$ cat config.mk
export PLATFORM = sky130hd
export DESIGN_NAME = shift_rotate_seq
export DESIGN_NICKNAME = d
export VERILOG_FILES = /design/src/rtl/sr_pkg.sv /design/src/rtl/sr_bit_step.sv /design/src/rtl/sr_of_eval.sv /design/src/rtl/sr_seq_ctrl.sv /design/src/rtl/shift_rotate_seq.sv
export SDC_FILE = /design/constraint.sdc
export NUM_CORES = 1
export LEC_CHECK = 0
export BUFFER_PORTS_ARGS = -buffer_cell sky130_fd_sc_hd__buf_2
export CAP_MARGIN = 20
export CORE_ASPECT_RATIO = 1.4
export CORE_MARGIN = 3
export CORE_UTILIZATION = 52
export DETAILED_ROUTE_END_ITERATION = 6
export MAX_ROUTING_LAYER = met4
export PLACE_DENSITY_LB_ADDON = 0.3
export SLEW_MARGIN = 5
export SYNTH_ARGS = -nofsm -noshare
export SYNTH_HDL_FRONTEND = slang
export SYNTH_SLANG_ARGS = --single-unit
$ cat constraint.sdc
create_clock -name clk -period 2.1 [get_ports clk]
set_clock_uncertainty 0.05 [all_clocks]
set_input_delay 0.105 -clock clk [delete_from_list [all_inputs] [get_ports clk]]
set_output_delay 0.105 -clock clk [all_outputs]
set_load 0.005 [all_outputs]
$ cat src/rtl/sr_pkg.sv
package sr_pkg;
   typedef enum logic [2:0] {
      SR_ROL = 3'd0,
      SR_ROR = 3'd1,
      SR_RCL = 3'd2,
      SR_RCR = 3'd3,
      SR_SHL = 3'd4,
      SR_SHR = 3'd5,
      SR_SAR = 3'd6,
      SR_SAL = 3'd7
   } sr_op_e;

   function automatic logic sr_is_left(input sr_op_e op);
      return (op == SR_ROL) || (op == SR_RCL) || (op == SR_SHL) || (op == SR_SAL);
   endfunction
endpackage

$ cat src/rtl/sr_bit_step.sv
module sr_bit_step
   import sr_pkg::*;
#(
   parameter int WIDE_W   = 16,
   parameter int NARROW_W = 8
) (
   input  sr_op_e              op,
   input  logic                narrow,
   input  logic [WIDE_W-1:0]   val,
   input  logic                cf,
   output logic [WIDE_W-1:0]   nxt,
   output logic                nxt_cf
);
   logic msb, lsb, ins, left;

   assign msb  = narrow ? val[NARROW_W-1] : val[WIDE_W-1];
   assign lsb  = val[0];
   assign left = sr_is_left(op);

   always_comb begin
      case (op)
         SR_ROL:  ins = msb;
         SR_ROR:  ins = lsb;
         SR_RCL,
         SR_RCR:  ins = cf;
         SR_SAR:  ins = msb;
         default: ins = 1'b0;
      endcase
   end

   assign nxt_cf = left ? msb : lsb;

   genvar i;
   generate
      for (i = 0; i < WIDE_W; i++) begin : g_bit
         localparam bit IN_NARROW = (i < NARROW_W);
         localparam bit NARROW_TOP = (i == NARROW_W - 1);
         logic active, lv, rv;
         assign active = !narrow || IN_NARROW;
         if (i == 0) begin : g_lo
            assign lv = ins;
         end else begin : g_lmid
            assign lv = active ? val[i-1] : val[i];
         end
         if (i == WIDE_W - 1) begin : g_hi
            assign rv = narrow ? val[i] : ins;
         end else begin : g_rmid
            assign rv = !active ? val[i] : ((narrow && NARROW_TOP) ? ins : val[i+1]);
         end
         assign nxt[i] = left ? lv : rv;
      end
   endgenerate
endmodule

$ cat src/rtl/sr_of_eval.sv
module sr_of_eval
   import sr_pkg::*;
#(
   parameter int WIDE_W   = 16,
   parameter int NARROW_W = 8
) (
   input  sr_op_e              op,
   input  logic                narrow,
   input  logic [WIDE_W-1:0]   res,
   input  logic                cf,
   output logic                of
);
   logic top, below;
   assign top   = narrow ? res[NARROW_W-1] : res[WIDE_W-1];
   assign below = narrow ? res[NARROW_W-2] : res[WIDE_W-2];
   assign of    = sr_is_left(op) ? (top ^ cf) : (top ^ below);
endmodule

$ cat src/rtl/sr_seq_ctrl.sv
module sr_seq_ctrl #(
   parameter int CNT_W = 5
) (
   input  logic             clk,
   input  logic             rst_n,
   input  logic             start,
   input  logic [CNT_W-1:0] count,
   output logic             load,
   output logic             step_en,
   output logic             finish,
   output logic             had_steps,
   output logic             busy,
   output logic             done
);
   logic [CNT_W-1:0] rem_q;
   logic             busy_q, done_q, steps_q;

   assign load      = start && !busy_q;
   assign step_en   = busy_q && (rem_q != '0);
   assign finish    = busy_q && (rem_q == '0);
   assign had_steps = steps_q;
   assign busy      = busy_q;
   assign done      = done_q;

   always_ff @(posedge clk) begin
      if (!rst_n) begin
         rem_q   <= '0;
         busy_q  <= 1'b0;
         done_q  <= 1'b0;
         steps_q <= 1'b0;
      end else begin
         done_q <= 1'b0;
         if (load) begin
            busy_q  <= 1'b1;
            rem_q   <= count;
            steps_q <= (count != '0);
         end else if (busy_q) begin
            if (rem_q == '0) begin
               busy_q <= 1'b0;
               done_q <= 1'b1;
            end else begin
               rem_q <= rem_q - 1'b1;
            end
         end
      end
   end

   AST_BUSY_DONE_EXCL: assert property (@(posedge clk) disable iff (!rst_n)
      !(busy_q && done_q));
   AST_REM_COUNTS_DOWN: assert property (@(posedge clk) disable iff (!rst_n)
      (busy_q && rem_q != '0) |=> (busy_q && rem_q == $past(rem_q) - 1'b1));
   AST_DONE_PULSE: assert property (@(posedge clk) disable iff (!rst_n)
      done_q |=> !done_q);
endmodule

$ cat src/rtl/shift_rotate_seq.sv
module shift_rotate_seq
   import sr_pkg::*;
#(
   parameter int WIDE_W   = 16,
   parameter int NARROW_W = 8,
   parameter int CNT_W    = 5
) (
   input  logic              clk,
   input  logic              rst_n,
   input  logic              start,
   input  logic [2:0]        op_sel,
   input  logic              byte_mode,
   input  logic [WIDE_W-1:0] operand,
   input  logic [CNT_W-1:0]  count,
   input  logic              cf_in,
   output logic [WIDE_W-1:0] result,
   output logic              cf_out,
   output logic              of_out,
   output logic              busy,
   output logic              done
);
   localparam int UPPER_LO = NARROW_W;

   generate
      if (NARROW_W < 2 || NARROW_W >= WIDE_W) begin : g_bad_width
         $error("NARROW_W must be at least 2 and below WIDE_W");
      end
      if (CNT_W < 1) begin : g_bad_cnt
         $error("CNT_W must be at least 1");
      end
   endgenerate

   logic              load, step_en, finish, had_steps;
   logic [WIDE_W-1:0] val_q, step_val;
   logic              cf_q, of_q, step_cf, of_calc, nar_q;
   sr_op_e            op_q;

   sr_seq_ctrl #(.CNT_W(CNT_W)) ctrl_i (
      .clk(clk), .rst_n(rst_n), .start(start), .count(count),
      .load(load), .step_en(step_en), .finish(finish),
      .had_steps(had_steps), .busy(busy), .done(done)
   );

   sr_bit_step #(.WIDE_W(WIDE_W), .NARROW_W(NARROW_W)) step_i (
      .op(op_q), .narrow(nar_q), .val(val_q), .cf(cf_q),
      .nxt(step_val), .nxt_cf(step_cf)
   );

   sr_of_eval #(.WIDE_W(WIDE_W), .NARROW_W(NARROW_W)) ofe_i (
      .op(op_q), .narrow(nar_q), .res(val_q), .cf(cf_q), .of(of_calc)
   );

   always_ff @(posedge clk) begin
      if (!rst_n) begin
         val_q <= '0;
         cf_q  <= 1'b0;
         of_q  <= 1'b0;
         op_q  <= SR_ROL;
         nar_q <= 1'b0;
      end else if (load) begin
         val_q <= operand;
         cf_q  <= cf_in;
         op_q  <= sr_op_e'(op_sel);
         nar_q <= byte_mode;
      end else if (step_en) begin
         val_q <= step_val;
         cf_q  <= step_cf;
      end else if (finish && had_steps) begin
         of_q <= of_calc;
      end
   end

   assign result = val_q;
   assign cf_out = cf_q;
   assign of_out = of_q;

   AST_ZERO_COUNT_PASS: assert property (@(posedge clk) disable iff (!rst_n)
      (start && !busy && count == '0) |=> ##1 (done && result == $past(operand, 2) && cf_out == $past(cf_in, 2)));
   AST_IDLE_HOLD: assert property (@(posedge clk) disable iff (!rst_n)
      (!busy && !start) |=> ($stable(result) && $stable(cf_out) && $stable(of_out)));
   AST_UPPER_KEEP: assert property (@(posedge clk) disable iff (!rst_n)
      (busy && nar_q) |=> (result[WIDE_W-1:UPPER_LO] == $past(result[WIDE_W-1:UPPER_LO])));
   AST_SAR_NO_OF: assert property (@(posedge clk) disable iff (!rst_n)
      (done && op_q == SR_SAR && had_steps) |-> !of_out);
endmodule

* Word-level counts from Yosys, hierarchy flattened
Index checks and enable logic that the tools add are counted.
** Storage, ports and cells
- Input bits :: 29
- Register bits :: 30
- Word-level logic and storage cells :: 88
- Output and inout bits :: 20
** Operators by class
- Mux-type cells :: 43
- Equal/unequal tests :: 8
- $add $sub $neg :: 1
- Reductions and logical operators :: 20
- Bitwise gates (word level) :: 6
** Operators with widths (number)
- $mux 1 :: 37
- $mux 16 :: 2
- $mux 5 :: 3
- $reduce_bool 5->1 :: 2
- $eq 3x3->1 const B :: 3
- $eq 3x2->1 const B :: 2
- $logic_not 5->1 :: 1
- $sub 5x1->5 const B :: 1
- $logic_and 1x1->1 :: 4
- $ne 2x1->1 const B :: 2
- $not 1->1 :: 4
- $reduce_and 2->1 :: 2
- $reduce_bool 2->1 :: 2
- $reduce_or 2->1 :: 2
- $eq 3x1->1 const B :: 1
- $logic_not 3->1 :: 1
- $logic_or 1x1->1 :: 3
- $pmux 1 s3 :: 1
- $reduce_and 3->1 :: 1
- $reduce_or 3->1 :: 1
- $xor 1x1->1 :: 2
- $logic_not 1->1 :: 1

* Longest topological paths before layout
- Depth after elaboration :: 7
- Gate-level depth with buffers :: 7
- Depth with buffers taken out :: 6

* Cells and area by module
Synthesis repeated with hierarchy kept, for this count alone.
** Second synthesis, totals
- Cell total of the unflattened synthesis :: 202
- Area total of the unflattened synthesis :: 1989.4 um^2
** Modules (own cells, without submodules)
- shift_rotate_seq :: sequential area each 440.4 um^2, area each 1097.3 um^2, cells an instance 93, times used 1
- sr_seq_ctrl :: sequential area each 160.2 um^2, area each 415.4 um^2, cells an instance 45, times used 1
- sr_bit_step :: sequential area each 0.0 um^2, area each 374.1 um^2, cells an instance 52, times used 1
- sr_of_eval :: sequential area each 0.0 um^2, area each 102.6 um^2, cells an instance 12, times used 1

* Least setup slack after synthesis
Ideal clock, no wire load.
- Kind :: flip-flop to flip-flop
- Start point :: reg ctrl_i.rem_q[0]
- End point :: reg val_q[10], in the netlist result[10]
- Required time :: 1966 ps
- Buffers on the path :: 1
- Data arrival time :: 1570 ps
- Period minus slack after synthesis :: 1704 ps
- Setup time :: 84 ps
- Path slack :: 396 ps
- Stages on the path, launching flop included :: 7
- Path through :: dfxtp_1 inv_1 ha_1 and4bb_2 a221o_1 buf_6 o31ai_2
** Between the ends
- Cells in the longest elaborated chain, start to end :: 4
** RTL lines
- from (decl) :: line sr_seq_ctrl.sv:15 : logic [CNT_W-1:0] rem_q;
- from (signal assigned) :: line sr_seq_ctrl.sv:35 : rem_q <= count;
- from (signal assigned) :: line sr_seq_ctrl.sv:42 : rem_q <= rem_q - 1'b1;
- $reduce_bool 5->1 :: line sr_seq_ctrl.sv:19 : assign step_en = busy_q && (rem_q != '0);
- $logic_and 1x1->1 :: line sr_seq_ctrl.sv:19
- $reduce_bool 2->1 (no line)
- $reduce_and 2->1 (no line)
- to (signal assigned) :: line shift_rotate_seq.sv:61 : val_q <= operand;
- to (signal assigned) :: line shift_rotate_seq.sv:66 : val_q <= step_val;
- to (decl) :: line shift_rotate_seq.sv:34 : logic [WIDE_W-1:0] val_q, step_val;
No other way between the ends.
A chain may end at the register's enable or synchronous reset.

* Worst setup path after layout
- Start point :: reg ctrl_i.rem_q[0]
- End point :: reg val_q[15], in the netlist result[15]
The elaborated chain is that of the path after synthesis.

==> key figures <==
Place
  – HPWL after DPL: 3190 um
  – DP Worst Slack: 0.194 ns
  – Final RePlAce weighted congestion: 0.883
  – IO Port Bufs: 48

Global routing
  – Antenna violations before repair: 0
  – GRT met2 Usage: 0.368
  – GRT busiest layer: met2
  – First-pass GRT wire length: 7690 um
  – Grt met3 use: 0.0539
  – Vias in the first global route: 1673
  – Total GRT Usage: 0.223
  – Grt ovf: 0
  – Largest net degree at the start of global routing: 41
  – Met1 Usage GRT: 0.265

Clock network
  – Post-CTS resize count: 0
  – Num CTS Buffers: 5
  – Worst-case clock buffer depth: 2
  – Clock slew at reported path FFs: approximately 0.06 ns
  – Clock root buffer master: clkbuf_8
  – H-tree depth: 2
  – CTS tree: done
  – CTS Sinks: 30
  – Post-CTS Hold Fix Bufs: 0
  – Later-pin clock latency in the skew report: 0.27 ns
  – Post-CTS Setup Inserts: 0

Final layout
  – Number of diodes: 0
  – Area Growth Syn to Fin: 13.4%
  – Filler instances: 338
  – Commonest non-fill, non-tap cell in the layout: buf_2
  – Most frequent cells in the layout: buf_2, dfxtp_1, o21ai_0
  – Layout cells sized above 1: 0.270
  – Final nets: between 200 and 300

Worst hold path
  – Hold_sp: op_sel[0]
  – Min-Delay Endpoint: op_q[0]
  – Hold path cells: 3
  – Worst Hold Class: in2reg

Detailed routing
  – Avg Vias per Cell: 5.92
  – DRT antenna net count: 0
  – Vias: around 1.8k
  – Detailed-router iteration count before antenna repair: 4
  – WL/cell: 14.9 um
  – DRT iter0 DRCs: 93
  – DRC: 0
  – DRT Wirelength: 4510 um

Timing
  – Final worst slack: 0.158 ns
  – RSZ-0062 raised after global routing: no
  – Final Cycle Share: 0.925
  – Peak Freq: 0.515 GHz
  – TNS Setup: 0 ns
  – Slew Viols, Final: 0
  – Hold Fails Final Rpt: 0
  – # setup viols final: 0
  – Relative slew margins: 0.576
  – Crit path time final: 1.94 ns
  – Worst hold margin: 0.0207 ns
  – Slew @ Worst Pin: 0.635 ns

Setup path
  – Critical R2R Capture: result[15]
  – Crit path kind: reg2reg
  – Startpoint types: flop
  – CP Capture Type: flop
  – Req. time, crit path: 2.22 ns
  – CP max FO: 16
  – Critical path arrival: 2.07 ns
  – Setup slack, reg-to-reg: 0.16 ns
  – RR Startpoint: ctrl_i.rem_q[0]
  – R2R cell count: 5

Power and ir drop
  – Max VDD drop: roughly 0.63 mV
  – Net Switching: 514 uW
  – Power share of the clock group: 0.280
  – Leakage: 0.000913 uW
  – Power Internal: 1090 uW
  – Sw Ratio: 0.320
  – Gate power share: 0.273
  – Pwr per Cell Area: 763 nW/um^2
  – Share of total power in sequential cells: 0.447

Synth
  – Synth Net Count: 262
  – Top_reg_cell synth: dfxtp_1
  – Count of cell types in the netlist: 51
  – Post-synth EDFFs: 0
  – Syn. warnings: 0
  – Sequential fraction of the synthesis area: 0.323
  – Share of synthesized registers carrying an async set or reset: 0
  – Mean Syn Cell Area: between 8 and 9 sq um
  – Gate Count Post-Synth: 231
  – FF+latch count, synth: 30
  – Syn Std Cell Area: 1860 sq um

Floorplanning
  – Chip height: 76.7 um
  – I/O pin cnt: 49
  – CORE AREA: 3410 sq um
  – Initial Util: 0.545
  – Die area: 4340 sq um
  – Core Rows: 25
  – Die Width: 56.5 um

Outcome
  – Status: finished clean

Run
  – Max-Cap Viols: 0
## flip-flops by register name, indices dropped and copies added (netlist names)
register / cells
op_q: 3
ctrl_i.done: 1
cf_out: 1
result: 16
ctrl_i.rem_q: 5
nar_q: 1
ctrl_i.busy: 1
ctrl_i.had_steps: 1
of_out: 1
## metal layers
metal,part of all wire,vias to the layer above
li1,-,909
met2,0.51,50
met1,0.43,829
met3,0.053,5
met5,0,-
met4,0.0093,0
## worst max path at each step
stage | start | end | slack, ns | cells after the start
global placement | ctrl_i.rem_q[0] | result[15] | 0.26 | 5
finish | ctrl_i.rem_q[0] | result[15] | 0.16 | 5
detailed placement | ctrl_i.rem_q[0] | result[15] | 0.19 | 6
global route | ctrl_i.rem_q[0] | result[15] | 0.06 | 5
floorplan | ctrl_i.rem_q[0] | result[10] | 0.40 | 6
CTS | ctrl_i.rem_q[0] | result[15] | 0.16 | 5
## power by group through the flow
stage	Combinational, uW	Sequential (uW)	Clock (uW)
2_1_floorplan	354	704	0
6_report	439	719	450
5_1_grt	496	730	483
3_5_place_dp	440	729	0
4_1_cts	442	717	454
3_3_place_gp	433	727	0
## final cells by class
type,instances,area (sq um),share of cell area
multi-input cells,163,1050,0.497
flip-flops and latches,30,601,0.285
repair buffers,55,293,0.139
clock buffers,6,82.6,0.0392
well taps,40,50.0,0.0238
inverters,9,33.8,0.0160
## cell usage after synthesis (2+ instances only)
cell | count | share of area
dfxtp_1 | 30 | 0.32
o21ai_0 | 20 | 0.054
nand2_1 | 17 | 0.034
nand3_1 | 16 | 0.043
a211oi_1 | 14 | 0.057
a21oi_1 | 13 | 0.035
and3_1 | 13 | 0.044
buf_4 | 10 | 0.040
inv_1 | 9 | 0.018
nor2_1 | 8 | 0.016
o211ai_1 | 8 | 0.032
buf_2 | 7 | 0.019
clkbuf_1 | 6 | 0.012
nor3_1 | 5 | 0.013
o31ai_1 | 5 | 0.020
nor2b_1 | 4 | 0.013
and2_1 | 3 | 0.010
buf_6 | 3 | 0.018
o31ai_2 | 3 | 0.020
a221o_1 | 2 | 0.011
buf_1 | 2 | 0.0040
ha_1 | 2 | 0.013
mux2i_1 | 2 | 0.011
nand3b_1 | 2 | 0.0081
## cell families after synthesis
group,share of synthesized area
AO/OA/AOI/OAI,0.314
XOR/XNOR,0.00943
adder cells (fa/ha/maj),0.0135
buffers and inverters,0.114
flip-flops,0.323
multiplexers,0.0108
AND/OR/NAND/NOR,0.214
## worst max-delay path, stage by stage, from the launching register on
cell	delay, ns
dfxtp_1	0.37
inv_1	0.08
ha_1	0.20
and4bb_2	0.25
a221o_1	0.52
a221oi_1	0.37
## stage by stage
| stage | power, uW | instance area (sq um) | utilization | std cells |
|---|---|---|---|---|
| after detailed placement | 1170 | 2020 | 0.594 | 297 |
| after global placement | 1160 | 2020 | 0.594 | 297 |
| after floorplan | 1060 | 1860 | - | 231 |
| final | 1610 | 2110 | 0.618 | 303 |
| after CTS | 1610 | 2110 | 0.618 | 303 |
| after global routing | 1710 | 2110 | 0.618 | 303 |
(Power assumes the default switching activity.)
